==> src/rtl/mcam_pkg.sv <==
package mcam_pkg;

    // Widest word and deepest table the helper functions accept.
    localparam int MAX_W = 64;

    typedef enum logic [1:0] {
        DR_IDLE,
        DR_WALK,
        DR_DONE
    } drain_state_e;

    // Masked equality: every position either agrees or is excluded by the key.
    function automatic logic masked_agree(input logic [MAX_W-1:0] stored,
                                          input logic [MAX_W-1:0] arg,
                                          input logic [MAX_W-1:0] key);
        return &(~(stored ^ arg) | ~key);
    endfunction

    // Index of the lowest set bit, 0 when none is set.
    function automatic int unsigned lowest_set(input logic [MAX_W-1:0] v);
        int unsigned r;
        r = 0;
        for (int b = MAX_W - 1; b >= 0; b--) begin
            if (v[b]) r = b;
        end
        return r;
    endfunction

endpackage

==> src/rtl/mcam_store.sv <==
module mcam_store
    import mcam_pkg::*;
#(
    parameter int WORDS = 8,
    parameter int WIDTH = 16,
    localparam int IDX_W = (WORDS > 1) ? $clog2(WORDS) : 1
) (
    input  logic             clk,
    input  logic             rst,
    input  logic             wr_en,
    input  logic [IDX_W-1:0] wr_idx,
    input  logic [WIDTH-1:0] wr_word,
    input  logic             wr_live,
    input  logic [WIDTH-1:0] arg_q,
    input  logic [WIDTH-1:0] key_q,
    input  logic [IDX_W-1:0] pick_idx,
    output logic [WORDS-1:0] hit,
    output logic [WIDTH-1:0] pick_word
);

    logic [WORDS-1:0][WIDTH-1:0] cells;
    logic [WORDS-1:0]            live;

    for (genvar i = 0; i < WORDS; i++) begin : g_word
        logic [WIDTH-1:0] cell_q;
        logic             live_q;

        always_ff @(posedge clk) begin
            if (rst) begin
                cell_q <= '0;
                live_q <= 1'b0;
            end else if (wr_en && wr_idx == IDX_W'(i)) begin
                cell_q <= wr_word;
                live_q <= wr_live;
            end
        end

        assign cells[i] = cell_q;
        assign live[i]  = live_q;
        assign hit[i]   = live_q & masked_agree(MAX_W'(cell_q), MAX_W'(arg_q), MAX_W'(key_q));
    end

    assign pick_word = cells[pick_idx];

    // a word that is not live never reports a hit
    a_r5_dead_no_hit: assert property (@(posedge clk) disable iff (rst)
        (hit & ~live) == '0);

endmodule

==> src/rtl/mcam_match_reg.sv <==
module mcam_match_reg #(
    parameter int WORDS = 8
) (
    input  logic             clk,
    input  logic             rst,
    input  logic             srch,
    input  logic [WORDS-1:0] hit,
    output logic [WORDS-1:0] match_q
);

    always_ff @(posedge clk) begin
        if (rst)       match_q <= '0;
        else if (srch) match_q <= hit;
    end

    // captured vector only moves at a search edge
    a_r9_hold_match: assert property (@(posedge clk) disable iff (rst)
        !srch |=> $stable(match_q));

endmodule

==> src/rtl/mcam_drain.sv <==
module mcam_drain
    import mcam_pkg::*;
#(
    parameter int WORDS = 8,
    parameter int WIDTH = 16,
    localparam int IDX_W = (WORDS > 1) ? $clog2(WORDS) : 1
) (
    input  logic             clk,
    input  logic             rst,
    input  logic             srch,
    input  logic [WORDS-1:0] hit,
    input  logic [WIDTH-1:0] pick_word,
    output logic [IDX_W-1:0] pick_idx,
    output logic             rd_valid,
    output logic [IDX_W-1:0] rd_idx,
    output logic [WIDTH-1:0] rd_word,
    output logic             rd_done
);

    drain_state_e     state;
    logic [WORDS-1:0] pend;

    assign pick_idx = IDX_W'(lowest_set(MAX_W'(pend)));

    always_ff @(posedge clk) begin
        if (rst) begin
            state    <= DR_IDLE;
            pend     <= '0;
            rd_valid <= 1'b0;
            rd_idx   <= '0;
            rd_word  <= '0;
            rd_done  <= 1'b0;
        end else if (srch) begin
            state    <= DR_WALK;
            pend     <= hit;
            rd_valid <= 1'b0;
            rd_done  <= 1'b0;
        end else begin
            case (state)
                DR_WALK: begin
                    if (|pend) begin
                        rd_valid       <= 1'b1;
                        rd_idx         <= pick_idx;
                        rd_word        <= pick_word;
                        pend[pick_idx] <= 1'b0;
                    end else begin
                        rd_valid <= 1'b0;
                        rd_done  <= 1'b1;
                        state    <= DR_DONE;
                    end
                end
                default: rd_valid <= 1'b0;
            endcase
        end
    end

    // consecutive outputs climb in index
    a_r7_ascending: assert property (@(posedge clk) disable iff (rst)
        (rd_valid && $past(rd_valid)) |-> (rd_idx > $past(rd_idx)));

    // done and a data beat never coincide
    a_r8_done_excl: assert property (@(posedge clk) disable iff (rst)
        !(rd_valid && rd_done));

    // a search edge clears done
    a_r8_srch_clears: assert property (@(posedge clk) disable iff (rst)
        srch |=> !rd_done && !rd_valid);

    // done holds until the next search
    a_r8_done_sticky: assert property (@(posedge clk) disable iff (rst)
        (rd_done && !srch) |=> rd_done);

endmodule

==> src/rtl/mcam_top.sv <==
module mcam_top
    import mcam_pkg::*;
#(
    parameter int WORDS = 8,
    parameter int WIDTH = 16,
    localparam int IDX_W = (WORDS > 1) ? $clog2(WORDS) : 1
) (
    input  logic             clk,
    input  logic             rst,
    input  logic             wr_en,
    input  logic [IDX_W-1:0] wr_idx,
    input  logic [WIDTH-1:0] wr_word,
    input  logic             wr_live,
    input  logic             arg_ld,
    input  logic [WIDTH-1:0] arg_in,
    input  logic             key_ld,
    input  logic [WIDTH-1:0] key_in,
    input  logic             srch,
    output logic [WORDS-1:0] match_vec,
    output logic             rd_valid,
    output logic [IDX_W-1:0] rd_idx,
    output logic [WIDTH-1:0] rd_word,
    output logic             rd_done
);

    logic [WIDTH-1:0] arg_q;
    logic [WIDTH-1:0] key_q;
    logic [WORDS-1:0] hit;
    logic [IDX_W-1:0] pick_idx;
    logic [WIDTH-1:0] pick_word;

    always_ff @(posedge clk) begin
        if (rst) begin
            arg_q <= '0;
            key_q <= '0;
        end else begin
            if (arg_ld) arg_q <= arg_in;
            if (key_ld) key_q <= key_in;
        end
    end

    mcam_store #(.WORDS(WORDS), .WIDTH(WIDTH)) store_i (
        .clk(clk), .rst(rst),
        .wr_en(wr_en), .wr_idx(wr_idx), .wr_word(wr_word), .wr_live(wr_live),
        .arg_q(arg_q), .key_q(key_q),
        .pick_idx(pick_idx), .hit(hit), .pick_word(pick_word)
    );

    mcam_match_reg #(.WORDS(WORDS)) match_i (
        .clk(clk), .rst(rst), .srch(srch), .hit(hit), .match_q(match_vec)
    );

    mcam_drain #(.WORDS(WORDS), .WIDTH(WIDTH)) drain_i (
        .clk(clk), .rst(rst), .srch(srch), .hit(hit), .pick_word(pick_word),
        .pick_idx(pick_idx), .rd_valid(rd_valid), .rd_idx(rd_idx),
        .rd_word(rd_word), .rd_done(rd_done)
    );

    // every streamed index belongs to the captured hit set
    a_r7_in_match: assert property (@(posedge clk) disable iff (rst)
        rd_valid |-> match_vec[rd_idx]);

endmodule

==> config.mk <==
export PLATFORM = sky130hd
export DESIGN_NAME = mcam_top
export DESIGN_NICKNAME = d
export VERILOG_FILES = /design/src/rtl/mcam_pkg.sv /design/src/rtl/mcam_store.sv /design/src/rtl/mcam_match_reg.sv /design/src/rtl/mcam_drain.sv /design/src/rtl/mcam_top.sv
export SDC_FILE = /design/constraint.sdc
export NUM_CORES = 1
export LEC_CHECK = 0
export CORE_AREA = 2 2 140 142
export DETAILED_ROUTE_END_ITERATION = 6
export DIE_AREA = 0 0 142 144
export MAX_ROUTING_LAYER = met4
export PLACE_DENSITY = 0.75
export SKIP_LAST_GASP = 1
export SLEW_MARGIN = 10
export SYNTH_ARGS = -nofsm -noshare
export SYNTH_HDL_FRONTEND = slang
export SYNTH_SLANG_ARGS = --single-unit
==> constraint.sdc <==
create_clock -name clk -period 3.6 [get_ports clk]
set_input_delay 0.72 -clock clk [delete_from_list [all_inputs] [get_ports clk]]
set_output_delay 0.72 -clock clk [all_outputs]
set_load 0.03 [all_outputs]
==> results of run 1 <==
-- per-stage QoR --
| stage | setup WS (ns) | hold WS [ns] | instance area, um2 | util [%] | power, mW |
|---|---|---|---|---|---|
| 4_1_cts | 1.08 | 0.454 | 11800 | 61.7 | 5.17 |
| 6_report | 1.04 | 0.449 | 11800 | 61.7 | 5.18 |
| 2_1_floorplan | 1.54 | 0.437 | 10200 | - | 2.78 |
| 3_3_place_gp | 0.810 | 0.434 | 11100 | 58.0 | 2.97 |
| 5_1_grt | 0.950 | 0.469 | 11800 | 61.7 | 5.33 |
| 3_5_place_dp | 0.849 | 0.441 | 11100 | 58.0 | 2.98 |
-- registers in the layout, indices dropped and copies added (netlist names) --
name / count
drain_i.rd_valid: 1
store_i.g_word.live_q: 8
match_i.match_q: 8
drain_i.pend: 8
drain_i.rd_word: 16
key_q: 16
drain_i.state: 2
arg_q: 16
store_i.g_word.cell_q: 128
drain_i.rd_idx: 3
-- cells in the mapped netlist (all sizes together) --
| cell type | instances |
|---|---|
| nand2 | 307 |
| dfxtp | 206 |
| a21oi | 157 |
| xor2 | 128 |
| clkbuf | 93 |
| nor2 | 70 |
| mux2i | 39 |
| mux2 | 32 |
| a22oi | 27 |
| a221oi | 23 |
| buf | 21 |
| nand4 | 18 |
| a22o | 16 |
| o21ai | 16 |
| a211oi | 12 |
| a222oi | 12 |
| nand3 | 6 |
| a21o | 5 |
| a221o | 5 |
| a311oi | 5 |
| nand2b | 5 |
| nor2b | 5 |
| nor3 | 5 |
| a31o | 4 |
| a31oi | 3 |
| o21a | 3 |
| a32oi | 2 |
| and2 | 2 |
| inv | 2 |
| o211ai | 2 |
| o311ai | 2 |
| o31ai | 2 |
| or2 | 2 |
| or4 | 2 |
| and3 | 1 |
| nand3b | 1 |
| nor4 | 1 |
| o21bai | 1 |
| o31a | 1 |
-- per-layer routing --
metal / vias up / track usage [%]
li1: 4311 / -
met1: 4399 / 42.4
met2: 526 / 50.8
met3: 81 / 4.77
met4: 0 / 12.2
met5: - / -
-- area by class of cell --
type,instances,area (um2),share of cell area (%)
sequential,206,4120,35.0
inverter,2,7.51,0.0638
multi-input combinational,922,5590,47.5
clock inverter,4,20.0,0.170
clock buffer,35,691,5.87
tap,238,298,2.53
timing repair buffer,109,1050,8.89
-- cells by family after synthesis --
kind of cell / count (synthesis) / share of synthesized area [%]
buf+inv: 116 / 5.03
simple gates: 425 / 17.1
flops: 206 / 40.4
compound gates: 298 / 19.1
mux: 71 / 7.42
xor+xnor: 128 / 11.0
-- worst min-delay path by stage --
stage	slack, ns	startpoint	endpoint	cells after the start
after floorplan	0.44	store_i.g_word[0].live_q	store_i.g_word[0].live_q	2
after global placement	0.43	match_i.match_q[7]	match_i.match_q[7]	1
after detailed placement	0.44	match_i.match_q[7]	match_i.match_q[7]	1
after CTS	0.45	match_i.match_q[7]	match_i.match_q[7]	1
after global routing	0.47	match_i.match_q[7]	match_i.match_q[7]	1
final	0.45	match_i.match_q[7]	match_i.match_q[7]	1
-- report_power, final --
| part | switching [mW] | total (mW) | internal [mW] | leakage [nW] |
|---|---|---|---|---|
| Sequential | 0.115 | 2.45 | 2.34 | 1.67 |
| Clock | 0.923 | 2.23 | 1.31 | 0.355 |
| Combinational | 0.288 | 0.497 | 0.208 | 2.74 |
| Total | 1.33 | 5.18 | 3.85 | 4.77 |
-- worst max-delay path: stages, from the launching register on --
cell and delay [ns]:
dfxtp_1 0.57, nor2b_1 0.11, o21bai_2 0.19, o31a_1 0.56, buf_4 0.34, mux2_2 0.36
a32oi_1 0.18, a311oi_1 0.11
==> flow_summary.json, run 1 <==
{
  "drtPass1Iterations": 7,
  "postCtsSetupRepairBufs": 0,
  "synth_cells": 1244,
  "ctsResizeCount": 0,
  "wl_met2_um": 14800,
  "crit_start": "drain_i.pend[2]",
  "antenna_found_initial": 0,
  "viasPerCell": 6.15,
  "wirelength_um": 32600,
  "grtUsageTotal_pct": 32.3,
  "fmax_ghz": 0.390,
  "endpoint": "drain_i.rd_word[10]",
  "die_w_um": 142,
  "final_nets": 1321,
  "postSynthAreaPerCell_um2": 8.21,
  "cap_violations": 0,
  "rsz0062_at_grt": "no",
  "pin_count": 87,
  "synth_fp_nets": 1302,
  "timing.max_slew.rel_slack_pct": 35.8,
  "dp_hpwl_um": 21600,
  "synth_top_area_share_pct": 40.4,
  "dr.max_layer_used": "met4",
  "grt_max_degree": 73,
  "clk_pin_slew_ns": 0.06,
  "crit_type": "reg2reg",
  "vias": 9317,
  "layout_common_cells": "nand2_1, dfxtp_1, a21oi_1, xor2_1, clkdlybuf4s50_1",
  "ir_drop_mv": 0.250,
  "tightest_slew_ns": 0.960,
  "antenna_cells": 0,
  "cp-start-kind": "flop",
  "required_ns": 3.95,
  "start_util_pct": 53.5,
  "setup-violations-final": 0,
  "wl_met3_um": 3050,
  "fin_crit_ns": 2.56,
  "synth_area_leader_cell": "dfxtp_1",
  "wl_met1_um": 13700,
  "grt_pass1_vias": 8746,
  "synth_warnings": 0,
  "hold_viol": 0,
  "clk_path_buf_depth": 3,
  "ff2ff_setup_slack_ns": 1.04,
  "cts_tree": "yes",
  "reg2reg_depth": 7,
  "avgRoutedWirePerCell_um": 21.5,
  "grt-ovfl-total": 0,
  "endpoint_kind": "flop",
  "r2r-start": "drain_i.pend[2]",
  "ys_types": 54,
  "fin_crit_sh_pct": 71.1,
  "synth.top_cells.by_area": "dfxtp_1, nand2_1, xor2_1, a21oi_1, mux2i_1",
  "drive_gt1_share_pct": 8.45,
  "cts_made_buffers": 22,
  "syn_to_final_growth_pct": 15.3,
  "dp.cells": 1477,
  "mappedNetlistArea_um2": 10200,
  "status": "finished clean",
  "clk_latency_ns": 0.51,
  "critPathMaxFanout": 10,
  "ys_seq_area_share_pct": 40.4,
  "h-tree-depth": 1,
  "gp_congestion": 1.05,
  "finalSetupTns_ns": 0,
  "port_buffers": 86,
  "crit_arrival_ns": 2.91,
  "dieArea_um2": 20400,
  "r2r-end": "drain_i.rd_word[10]",
  "final_antenna_net_count": 0,
  "slew_viol_final": 0,
  "cts_hold_buf": 0,
  "drc": 0,
  "cts-root-buf": "clkbuf_16",
  "layout_commonest_cell": "nand2_1",
  "core-area_um2": 19100,
  "fin_cells": 1516,
  "hp-class": "reg2reg",
  "grt_pass1_wl_um": 49300,
  "finClkSkew_ns": 0.0143,
  "first_iter_violations": 1061,
  "rows": 51,
  "synth-seq-cells": 206,
  "cts.sinks": 206,
  "cellLeakagePower_nw": 4.77,
  "pwr_density_cell_nw_per_um2": 440,
  "die_h_um": 144,
  "fill_cells": 1673
}
Note: power is estimated with default switching activity, not from simulation.
==> inputs of run 2 (changes only) <==
==> constraint.sdc (replaced) <==
create_clock -name clk -period 2.5 [get_ports clk]
set_input_delay 0.5 -clock clk [delete_from_list [all_inputs] [get_ports clk]]
set_output_delay 0.5 -clock clk [all_outputs]
set_load 0.03 [all_outputs]
==> flow_summary.json, run 2 (synthesis gave the netlist of run 1 again) <==
{
  "critPathMaxFanout": 25,
  "grtUsageTotal_pct": 32.7,
  "viasPerCell": 6.14,
  "cp-start-kind": "flop",
  "pin_count": 87,
  "finalSetupTns_ns": 0,
  "dpl-instance-area_um2": 11200,
  "rsz0062_at_grt": "no",
  "dieArea_um2": 20400,
  "design_area_um2": 12000,
  "fin_crit_sh_pct": 86.0,
  "final_nets": 1335,
  "dr.max_layer_used": "met4",
  "wl_met3_um": 3370,
  "clk_pin_slew_ns": 0.06,
  "cts_hold_buf": 0,
  "antenna_cells": 0,
  "wirelength_um": 33000,
  "layout_commonest_cell": "nand2_1",
  "crit_arrival_ns": 2.58,
  "status": "finished clean",
  "drc": 0,
  "die_w_um": 142,
  "syn_to_final_growth_pct": 17.0,
  "die_h_um": 144,
  "dp_hpwl_um": 21500,
  "vias": 9407,
  "top_register": "store_i.g_word.cell_q",
  "rows": 51,
  "cap_violations": 0,
  "hold_viol": 0,
  "fin_crit_ns": 2.15,
  "cts_made_buffers": 22,
  "gp_congestion": 1.02,
  "grt_max_degree": 188,
  "tightest_slew_ns": 0.862,
  "slew_viol_final": 0,
  "required_ns": 2.92,
  "drtPass1Iterations": 7,
  "finClkSkew_ns": 0.00677,
  "ctsResizeCount": 0,
  "final_antenna_net_count": 0,
  "grt_pass1_vias": 8773,
  "fill_cells": 1643,
  "setup_ws_ns": 0.349,
  "clk_path_buf_depth": 3,
  "wl_met1_um": 13400,
  "ff2ff_setup_slack_ns": 0.35,
  "pre_cts_slack_ns": 0.370,
  "cts-root-buf": "clkbuf_16",
  "grt-ovfl-total": 0,
  "start_util_pct": 53.5,
  "wl_met2_um": 14900,
  "postCtsSetupRepairBufs": 0,
  "fmax_ghz": 0.465,
  "hp-class": "in2reg",
  "timing.max_slew.rel_slack_pct": 42.5,
  "pwr_density_cell_nw_per_um2": 641,
  "core-area_um2": 19100,
  "port_buffers": 86,
  "cellLeakagePower_nw": 4.85,
  "avgRoutedWirePerCell_um": 21.6,
  "largest_reg_flops": 128,
  "finish.utilization_pct": 62.7,
  "cts.sinks": 206,
  "layout_common_cells": "nand2_1, dfxtp_1, a21oi_1, xor2_1, clkdlybuf4s50_1",
  "crit_type": "reg2reg",
  "ir_drop_mv": 0.392,
  "antenna_found_initial": 0,
  "endpoint_kind": "flop",
  "grt_pass1_wl_um": 49700,
  "h-tree-depth": 1,
  "first_iter_violations": 1274,
  "drive_gt1_share_pct": 9.67,
  "cts_tree": "yes",
  "clk_latency_ns": 0.51,
  "setup-violations-final": 0,
  "finalPower_mw": 7.66
}
-- run 2: cell count changes in the layout (fill, tap and decap cells not counted), sizes merged --
cell / previous run / this run
clkinvlp: 0 / 3
clkbuf: 35 / 31
bufinv: 0 / 2
buf: 24 / 38
-- run 2: area by class of cell --
class                      instances  area, um2  area share, %
tap                              238        298           2.49
multi-input combinational        922       5590           46.7
clock buffer                      31        656           5.48
clock inverter                     9        106          0.889
timing repair buffer             123       1180           9.85
inverter                           2       7.51         0.0628
sequential                       206       4120           34.5
-- run 2: worst paths after layout --
check	startpoint	end	depth (start not counted)
max	drain_i.pend[2]	drain_i.rd_word[0]	6
min reg2reg	match_i.match_q[0]	match_i.match_q[0]	1
max reg2reg	drain_i.pend[2]	drain_i.rd_word[0]	6
min	rst	drain_i.state[0]	2
-- run 2: stage by stage --
step	std cells	hold WS [ns]
3_5_place_dp	1491	0.440
4_1_cts	1531	0.175
5_1_grt	1531	0.189
6_report	1531	0.181
2_1_floorplan	1244	0.437
3_3_place_gp	1491	0.434
-- run 2: per-layer routing --
layer	GRT usage, %	up-vias
li1	-	4335
met1	42.9	4418
met2	51.5	550
met3	4.70	104
met4	12.5	0
met5	-	-
-- run 2: where the power goes --
group	switching, mW	total, mW	internal [mW]
Clock	1.36	3.40	2.04
Combinational	0.419	0.729	0.311
Sequential	0.161	3.53	3.37
Total	1.94	7.66	5.72
-- run 2: critical path: stages (launching register included) --
cell and delay [ns]:
dfxtp_1 0.43, or4_4 0.59, nor2_8 0.43, a222oi_1 0.18, nand2_1 0.11, a221oi_1 0.07
a211oi_1 0.25
